==> src/rtl/ivx_pkg.sv <==
`timescale 1ns/1ps
package ivx_pkg;
    // Operation selected by the low three opcode bits inside the group
    typedef enum logic [3:0] {
        OP_ADD  = 4'd0,
        OP_ADDU = 4'd1,
        OP_SLT  = 4'd2,
        OP_SLTU = 4'd3,
        OP_AND  = 4'd4,
        OP_OR   = 4'd5,
        OP_XOR  = 4'd6,
        OP_LUI  = 4'd7,
        OP_NONE = 4'd8
    } op_e;

    // How the short constant is widened
    typedef enum logic [1:0] {
        EXT_SIGN = 2'd0,
        EXT_ZERO = 2'd1,
        EXT_HIGH = 2'd2
    } ext_e;
endpackage

==> src/rtl/ivx_decode.sv <==
`timescale 1ns/1ps
module ivx_decode
    import ivx_pkg::*;
#(
    parameter int OPC_W     = 6,
    parameter int GROUP_SEL = 1
) (
    input  logic [OPC_W-1:0] opcode,
    output op_e              op,
    output ext_e             ext,
    output logic             mine
);
    localparam int LOW_W = 3;

    always_comb begin
        mine = (opcode[OPC_W-1:LOW_W] == (OPC_W-LOW_W)'(GROUP_SEL));
        op   = OP_NONE;
        ext  = EXT_SIGN;
        if (mine) begin
            case (opcode[LOW_W-1:0])
                3'd0: op = OP_ADD;
                3'd1: op = OP_ADDU;
                3'd2: op = OP_SLT;
                3'd3: op = OP_SLTU;
                3'd4: op = OP_AND;
                3'd5: op = OP_OR;
                3'd6: op = OP_XOR;
                default: op = OP_LUI;
            endcase
            case (op)
                OP_AND, OP_OR, OP_XOR: ext = EXT_ZERO;
                OP_LUI:                ext = EXT_HIGH;
                default:               ext = EXT_SIGN;
            endcase
        end
    end

    always_comb begin
        assert_group_op_R9: assert (mine || op == OP_NONE);
    end
endmodule

==> src/rtl/ivx_imm_ext.sv <==
`timescale 1ns/1ps
module ivx_imm_ext
    import ivx_pkg::*;
#(
    parameter int DATA_W = 32,
    parameter int IMM_W  = 16
) (
    input  logic [IMM_W-1:0]  imm,
    input  ext_e              ext,
    output logic [DATA_W-1:0] value
);
    localparam int PAD_W = DATA_W - IMM_W;

    always_comb begin
        case (ext)
            EXT_ZERO: value = {{PAD_W{1'b0}}, imm};
            EXT_HIGH: value = {imm, {PAD_W{1'b0}}};
            default:  value = {{PAD_W{imm[IMM_W-1]}}, imm};
        endcase
    end

    always_comb begin
        assert_zero_ext_R6: assert (ext != EXT_ZERO || value[DATA_W-1:IMM_W] == '0);
    end
endmodule

==> src/rtl/ivx_alu.sv <==
`timescale 1ns/1ps
module ivx_alu
    import ivx_pkg::*;
#(
    parameter int DATA_W = 32
) (
    input  op_e               op,
    input  logic [DATA_W-1:0] a,
    input  logic [DATA_W-1:0] b,
    output logic [DATA_W-1:0] result
);
    always_comb begin
        case (op)
            OP_ADD, OP_ADDU: result = a + b;
            OP_SLT:  result = DATA_W'($signed(a) < $signed(b));
            OP_SLTU: result = DATA_W'(a < b);
            OP_AND:  result = a & b;
            OP_OR:   result = a | b;
            OP_XOR:  result = a ^ b;
            OP_LUI:  result = b;
            default: result = '0;
        endcase
    end
endmodule

==> src/rtl/ivx_top.sv <==
`timescale 1ns/1ps
module ivx_top
    import ivx_pkg::*;
#(
    parameter int DATA_W    = 32,
    parameter int IMM_W     = 16,
    parameter int REG_W     = 5,
    parameter int OPC_W     = 6,
    parameter int GROUP_SEL = 1
) (
    input  logic              clk,
    input  logic              rst,
    input  logic              in_valid,
    input  logic [31:0]       instr,
    input  logic [31:0]       rs_val,
    output logic              out_valid,
    output logic [31:0]       wb_data,
    output logic [4:0]        wb_dest,
    output logic              wb_en,
    output logic              not_mine
);
    localparam int RT_LO  = IMM_W;
    localparam int RS_LO  = RT_LO + REG_W;
    localparam int OPC_LO = RS_LO + REG_W;

    typedef struct packed {
        logic              vld;
        logic              en;
        logic              foreign;
        logic [REG_W-1:0]  dest;
        logic [DATA_W-1:0] data;
        op_e               op;
    } res_t;

    res_t res_d, res_q;
    op_e               dec_op;
    ext_e              dec_ext;
    logic              dec_mine;
    logic [DATA_W-1:0] imm_val;
    logic [DATA_W-1:0] alu_res;
    logic [REG_W-1:0]  rt_idx;
    logic              unused_rs_bits;

    assign rt_idx         = instr[RT_LO +: REG_W];
    assign unused_rs_bits = ^instr[RS_LO +: REG_W];

    ivx_decode #(.OPC_W(OPC_W), .GROUP_SEL(GROUP_SEL)) u_dec (
        .opcode (instr[OPC_LO +: OPC_W]),
        .op     (dec_op),
        .ext    (dec_ext),
        .mine   (dec_mine)
    );

    ivx_imm_ext #(.DATA_W(DATA_W), .IMM_W(IMM_W)) u_ext (
        .imm   (instr[IMM_W-1:0]),
        .ext   (dec_ext),
        .value (imm_val)
    );

    ivx_alu #(.DATA_W(DATA_W)) u_alu (
        .op     (dec_op),
        .a      (rs_val),
        .b      (imm_val),
        .result (alu_res)
    );

    always_comb begin
        res_d         = res_q;
        res_d.vld     = in_valid;
        res_d.en      = 1'b0;
        res_d.foreign = 1'b0;
        if (in_valid) begin
            res_d.foreign = !dec_mine;
            res_d.en      = dec_mine && (rt_idx != '0);
            res_d.dest    = rt_idx;
            res_d.data    = dec_mine ? alu_res : '0;
            res_d.op      = dec_op;
        end
    end

    always_ff @(posedge clk) begin
        if (rst) begin
            res_q <= '{vld: 1'b0, en: 1'b0, foreign: 1'b0, dest: '0,
                       data: '0, op: OP_NONE};
        end else begin
            res_q <= res_d;
        end
    end

    assign out_valid = res_q.vld;
    assign wb_en     = res_q.en;
    assign not_mine  = res_q.foreign;
    assign wb_dest   = res_q.dest;
    assign wb_data   = res_q.data;

    assert_reset_clear_R1: assert property (@(posedge clk)
        rst |=> (!out_valid && !wb_en && !not_mine));
    assert_latency_one_R2: assert property (@(posedge clk) disable iff (rst)
        in_valid |=> out_valid);
    assert_idle_quiet_R2: assert property (@(posedge clk) disable iff (rst)
        !in_valid |=> (!out_valid && !wb_en));
    assert_set_is_bool_R4: assert property (@(posedge clk) disable iff (rst)
        (out_valid && (res_q.op == OP_SLT || res_q.op == OP_SLTU))
            |-> wb_data[DATA_W-1:1] == '0);
    assert_upper_low_zero_R7: assert property (@(posedge clk) disable iff (rst)
        (out_valid && res_q.op == OP_LUI) |-> wb_data[IMM_W-1:0] == '0);
    assert_no_r0_write_R8: assert property (@(posedge clk) disable iff (rst)
        wb_en |-> (wb_dest != '0 && out_valid));
    assert_foreign_silent_R9: assert property (@(posedge clk) disable iff (rst)
        not_mine |-> (!wb_en && wb_data == '0 && out_valid));
endmodule

==> config.mk <==
export PLATFORM = sky130hd
export DESIGN_NAME = ivx_top
export DESIGN_NICKNAME = d
export VERILOG_FILES = /design/src/rtl/ivx_pkg.sv /design/src/rtl/ivx_decode.sv /design/src/rtl/ivx_imm_ext.sv /design/src/rtl/ivx_alu.sv /design/src/rtl/ivx_top.sv
export SDC_FILE = /design/constraint.sdc
export NUM_CORES = 1
export LEC_CHECK = 0
export ABC_CLOCK_PERIOD_IN_PS = 9100
export BUFFER_PORTS_ARGS = -buffer_cell sky130_fd_sc_hd__buf_2
export CELL_PAD_IN_SITES_DETAIL_PLACEMENT = 0
export CELL_PAD_IN_SITES_GLOBAL_PLACEMENT = 1
export CORE_ASPECT_RATIO = 1.4
export CORE_MARGIN = 3
export CORE_UTILIZATION = 29
export CTS_CLUSTER_DIAMETER = 120
export DETAILED_ROUTE_END_ITERATION = 8
export PLACE_DENSITY = 0.69
export SLEW_MARGIN = 20
export SYNTH_ARGS = -nofsm -noshare
export SYNTH_HDL_FRONTEND = slang
export SYNTH_HIERARCHICAL = 1
export SYNTH_SLANG_ARGS = --single-unit
==> constraint.sdc <==
create_clock -name clk -period 9.1 [get_ports clk]
set_input_delay 0.455 -clock clk [delete_from_list [all_inputs] [get_ports clk]]
set_output_delay 0.455 -clock clk [all_outputs]
set_load 0.02 [all_outputs]
==> flow_summary.json, run 1 <==
{
  "mappedNetlistArea_um2": 5931,
  "yosys-top-cells-area": "ha_1 (21%), dfxtp_1 (14%), a21oi_1 (6.6%), inv_1 (5.3%), nand2b_1 (4.1%)",
  "htree_levels": 2,
  "drv_cap": 0,
  "hold_path_class": "in2reg",
  "hold_viol": 0,
  "grt_max_degree": 71,
  "rsz0062_at_grt": "false",
  "yosysWarnings": 6,
  "hp-start": "instr[17]",
  "leakagePower_nw": 3.180,
  "yosys-top-cells-count": "ha_1 (98), inv_1 (84), a21oi_1 (78)",
  "start_util": 0.2966,
  "ctsResizeCount": 0,
  "place_hpwl_mm": 14.92,
  "routed_wl_mm": 19.55,
  "drt-initial-drc-count": 437,
  "track_usage": 0.1686,
  "crit_path_end_kind": "register",
  "dr.pass1.iters": 5,
  "syn_inst": 807,
  "synth.most_common_cell": "ha_1",
  "ys_ff_latch": 40,
  "fin_nets": 1025,
  "num_rows": 61,
  "port_buffers": 101,
  "startpoint": "instr[30]",
  "yosys.area.top_type_share": 0.2068,
  "avgRoutedWirePerCell_um": 17.58,
  "core_area_um2": 20000,
  "finalSetupViolCount": 0,
  "numCtsBuffers": 5,
  "path_class": "in2reg",
  "clkTransAtPathRegs_ps": 60,
  "ant_nets": 0,
  "gp_congestion": 0.8779,
  "status": "finished, final reports clean",
  "cp.arrival_ps": 5550,
  "via_count": 5944,
  "ir_drop_mv": 0.06426,
  "fin_crit_sh": 0.5863,
  "drc": 0,
  "drv_slew": 0,
  "synth_edf_count": 0,
  "die_h_um": 175.2,
  "grt_first_pass_wirelength_mm": 30.32,
  "max_freq_mhz": 187.4,
  "clock_skew_ps": 0,
  "synthesis.nets": 973,
  "root_buffer": "clkbuf_16",
  "synth.avg_cell_area_um2": 7.349,
  "drt-vias-per-instance": 5.345,
  "fillers": 2216,
  "insertion_delay_ps": 280,
  "synthArstFlopShare": 0,
  "yosysSeqAreaShare": 0.1350,
  "pwr_density_cell_nw_per_um2": 91.94,
  "grt_pass1_vias": 5675,
  "antenna_found_initial": 2,
  "postCtsSetupBuffers": 0,
  "tightest_slew_ps": 1116,
  "io_pins": 107,
  "yosys.area.top_type": "ha_1",
  "die_x_um": 126.9,
  "finalCriticalPeriod_ps": 5335,
  "diodes": 0,
  "holdBufCountCts": 0,
  "drive_above_1_share": 0.1733,
  "clockBufferDepth": 2,
  "slew_headroom": 0.2538,
  "worst_slack_ps": 3765,
  "worst_ep_required_time_ps": 9310,
  "place_ws_ps": 3410,
  "worstSetupStartpointType": "input port",
  "gr-total-overflow": 0,
  "clkSinkCount": 40,
  "area_delta_synth_final_pct": 12.38,
  "synth_flop_cell": "dfxtp_1",
  "cts_tree": "done",
  "crit_fanout": 40,
  "synth_cell_type_count": 83,
  "finalSetupTns_ps": 0,
  "r2r-start": "wb_dest[1]",
  "die_area_um2": 22230
}
placed cells by master (no fill, tap or decap), drive strengths merged, types with 4 or more instances in the layout:
cell type  Yosys  final
o311ai         7      7
nor2b         20     20
buf           34    106
nand2b        39     39
and2           9      9
a211oi         4      4
o21ai         39     39
nor4           7      7
mux2i          5      5
nor3          12     12
inv           84     84
nand4          6      6
o21bai        10     10
nor2          51     51
and3           4      4
o211ai        18     18
dfxtp         40     40
nand3         40     40
ha            98     98
or3            5      5
a21oi         82     82
a22oi         22     22
nand2         37     37
a21o          32     32
and2b          4      4
a221oi        18     18
clkbuf        27      5
worst max-delay path: stages:
cell and delay (ps):
buf_2 110, nor3b_4 160, buf_4 400, and3_2 280
inv_1 40, ha_1 310, nor2_1 50, buf_4 200
nor2b_1 280, ha_1 290, inv_1 70, fa_1 410
nand2b_1 200, a21oi_2 190, o221ai_2 200, o41ai_2 590
o221ai_2 250, o21ai_2 220, a311oi_1 130, xor2_1 160
o211ai_1 230, nand3_1 110, a21oi_1 170
report_power, final:
group          leakage [nW]  internal [mW]  switching [mW]
registers             0.324          0.177        0.000903
logic                  2.79         0.0966           0.163
clock network        0.0660          0.102          0.0728
total                  3.18          0.376           0.237
kinds of logic (layout without fill, tap and decap cells):
family / after synthesis / in the layout / synth area share
compound gates: 263 / 263 / 0.3055
xor+xnor: 6 / 6 / 0.008862
fa+ha+maj: 99 / 99 / 0.2101
buf+inv: 145 / 198 / 0.1061
flops: 40 / 40 / 0.1350
mux: 6 / 6 / 0.01034
simple gates: 248 / 248 / 0.2241
layout make-up:
cell class	instances	area, um2	area share
repair buffers	106	545.5	0.08185
clock buffers	5	125.1	0.01877
clock inverters	3	23.77	0.003567
well taps	252	315.3	0.04731
multi-input cells	622	4539	0.6811
flip-flops and latches	40	800.8	0.1201
inverters	84	315.3	0.04731
registers in the layout, indices dropped and copies added, names as in the netlist:
register	count
not_mine	1
wb_data	32
wb_en	1
wb_dest	5
out_valid	1
through the flow:
step           utilization  power, mW  hold WS (ps)  instance area, um2  cells
6_report            0.3333     0.6128         417.0                6665   1112
5_1_grt             0.3333     0.6534         435.3                6665   1112
4_1_cts             0.3332     0.6196         407.0                6663   1112
3_5_place_dp        0.3257     0.4404         456.7                6514   1104
3_3_place_gp        0.3257     0.4388         454.3                6514   1104
2_1_floorplan            -     0.3696         542.5                5931    807
layer usage:
metal	up-vias	track usage	part of all wire
met4	4	0.07290	0.036
met3	40	0.01437	0.052
li1	2951	-	-
met1	2768	0.2162	0.43
met2	181	0.2873	0.48
met5	-	0	0.0011
worst paths after layout:
check | to | slack (ps) | cells past startpoint
worst max-delay path | wb_data[30] | 3760 | 23
worst min-delay path | wb_dest[1] | 420 | 3
worst max register to register | wb_dest[1] | 8480 | 2
worst min register to register | wb_data[5] | 460 | 2
Power figures use the tool's default switching activity.
==> run 2: changes to the inputs <==
- ABC_CLOCK_PERIOD_IN_PS: 9100 -> 5000
- clock period: 9.1 -> 5 ns (I/O delays scaled with it)
==> flow_summary.json, run 2 (synthesized netlist as in run 1, its figures left out) <==
{
  "finalCriticalPeriod_ps": 4570,
  "dpl_cell_area_um2": 6583,
  "numCtsBuffers": 5,
  "drv_cap": 0,
  "finalSetupTns_ps": 0,
  "whs_ps": 211.5,
  "place_ws_ps": 124.3,
  "worst_slack_ps": 429.6,
  "drv_slew": 0,
  "place_hpwl_mm": 15.45,
  "rsz0062_at_grt": "false",
  "fin_crit_sh": 0.9141,
  "path_class": "in2reg",
  "gr-total-overflow": 0,
  "hold_path_class": "in2reg",
  "pwr_density_cell_nw_per_um2": 173.9,
  "hold_viol": 0,
  "num_rows": 61,
  "dp.cells": 1115,
  "root_buffer": "clkbuf_16",
  "ant_nets": 0,
  "largest_register_ffs": 32,
  "fin_nets": 1036,
  "core_area_um2": 20000,
  "port_buffers": 101,
  "via_count": 5945,
  "startpoint": "instr[30]",
  "diodes": 0,
  "crit_fanout": 16,
  "design_area_um2": 6758,
  "insertion_delay_ps": 280,
  "hp-start": "instr[20]",
  "postCtsSetupBuffers": 0,
  "htree_levels": 2,
  "crit_path_end_kind": "register",
  "clkSinkCount": 40,
  "drt-initial-drc-count": 429,
  "clock_skew_ps": 0,
  "worstSetupStartpointType": "input port",
  "cts_tree": "done",
  "grt_pass1_vias": 5789,
  "totalPowerFinal_mw": 1.175,
  "leakagePower_nw": 3.253,
  "final_cells": 1123,
  "slew_headroom": 0.3153,
  "holdBufCountCts": 0,
  "start_util": 0.2966,
  "r2r-start": "wb_dest[0]",
  "avgRoutedWirePerCell_um": 17.51,
  "ctsResizeCount": 0,
  "die_x_um": 126.9,
  "gp_congestion": 0.9004,
  "routed_wl_mm": 19.66,
  "antenna_found_initial": 0,
  "die_h_um": 175.2,
  "dr.pass1.iters": 7,
  "final_core_util": 0.3379,
  "grt_max_degree": 71,
  "track_usage": 0.1730,
  "die_area_um2": 22230,
  "fillers": 2216,
  "drc": 0,
  "tightest_slew_ps": 1024,
  "worst_ep_required_time_ps": 5220,
  "final_cell_mix": "buf_2 (100), ha_1 (98), inv_1 (84)",
  "grt_first_pass_wirelength_mm": 31.10,
  "clkTransAtPathRegs_ps": 60,
  "cp.arrival_ps": 4790,
  "io_pins": 107,
  "drt-vias-per-instance": 5.294,
  "ir_drop_mv": 0.1120,
  "final_common_cell": "buf_2",
  "finalSetupViolCount": 0,
  "area_delta_synth_final_pct": 13.95,
  "status": "finished, final reports clean",
  "clockBufferDepth": 2,
  "drive_above_1_share": 0.1825,
  "max_freq_mhz": 218.8
}
run 2: path summary, 6_finish.rpt:
check / cells past startpoint / endpoint / slack [ps]
setup / recovery: 22 / wb_data[30] / 430
hold / removal: 3 / wb_dest[4] / 210
setup reg to reg: 2 / wb_dest[0] / 4390
hold reg to reg: 2 / wb_data[10] / 460
run 2: critical path, stage by stage:
cell	delay [ps]
buf_2	110
nor3b_4	200
and3_2	210
inv_1	40
ha_1	310
nor2_1	50
buf_4	190
nor2b_1	260
ha_1	290
inv_1	70
fa_1	400
nand2b_1	200
a21oi_2	180
o221ai_2	190
o41ai_2	570
o221ai_2	240
o21ai_2	220
a311oi_1	130
xor2_1	160
o211ai_1	210
nand3_1	110
a21oi_1	170
run 2: final cells by class:
type / instances / area, um2 / share of cell area
clock buffer: 5 / 125.1 / 0.01852
clock inverter: 3 / 47.55 / 0.007036
inverter: 84 / 315.3 / 0.04666
multi-input combinational: 622 / 4526 / 0.6697
sequential: 40 / 800.8 / 0.1185
tap: 252 / 315.3 / 0.04666
timing repair buffer: 117 / 628.1 / 0.09295
run 2: where the power goes:
part | leakage, nW | switching, mW | internal, mW
logic | 2.85 | 0.300 | 0.181
registers | 0.324 | 0.00162 | 0.323
clock network | 0.0840 | 0.132 | 0.237
run 2: per-layer routing:
metal / vias up / GRT usage / wire [um]
met5: - / 0 / 0
met4: 0 / 0.05725 / 479
met3: 26 / 0.008563 / 694
met2: 154 / 0.3039 / 9728
met1: 2794 / 0.2253 / 8759
li1: 2971 / - / -
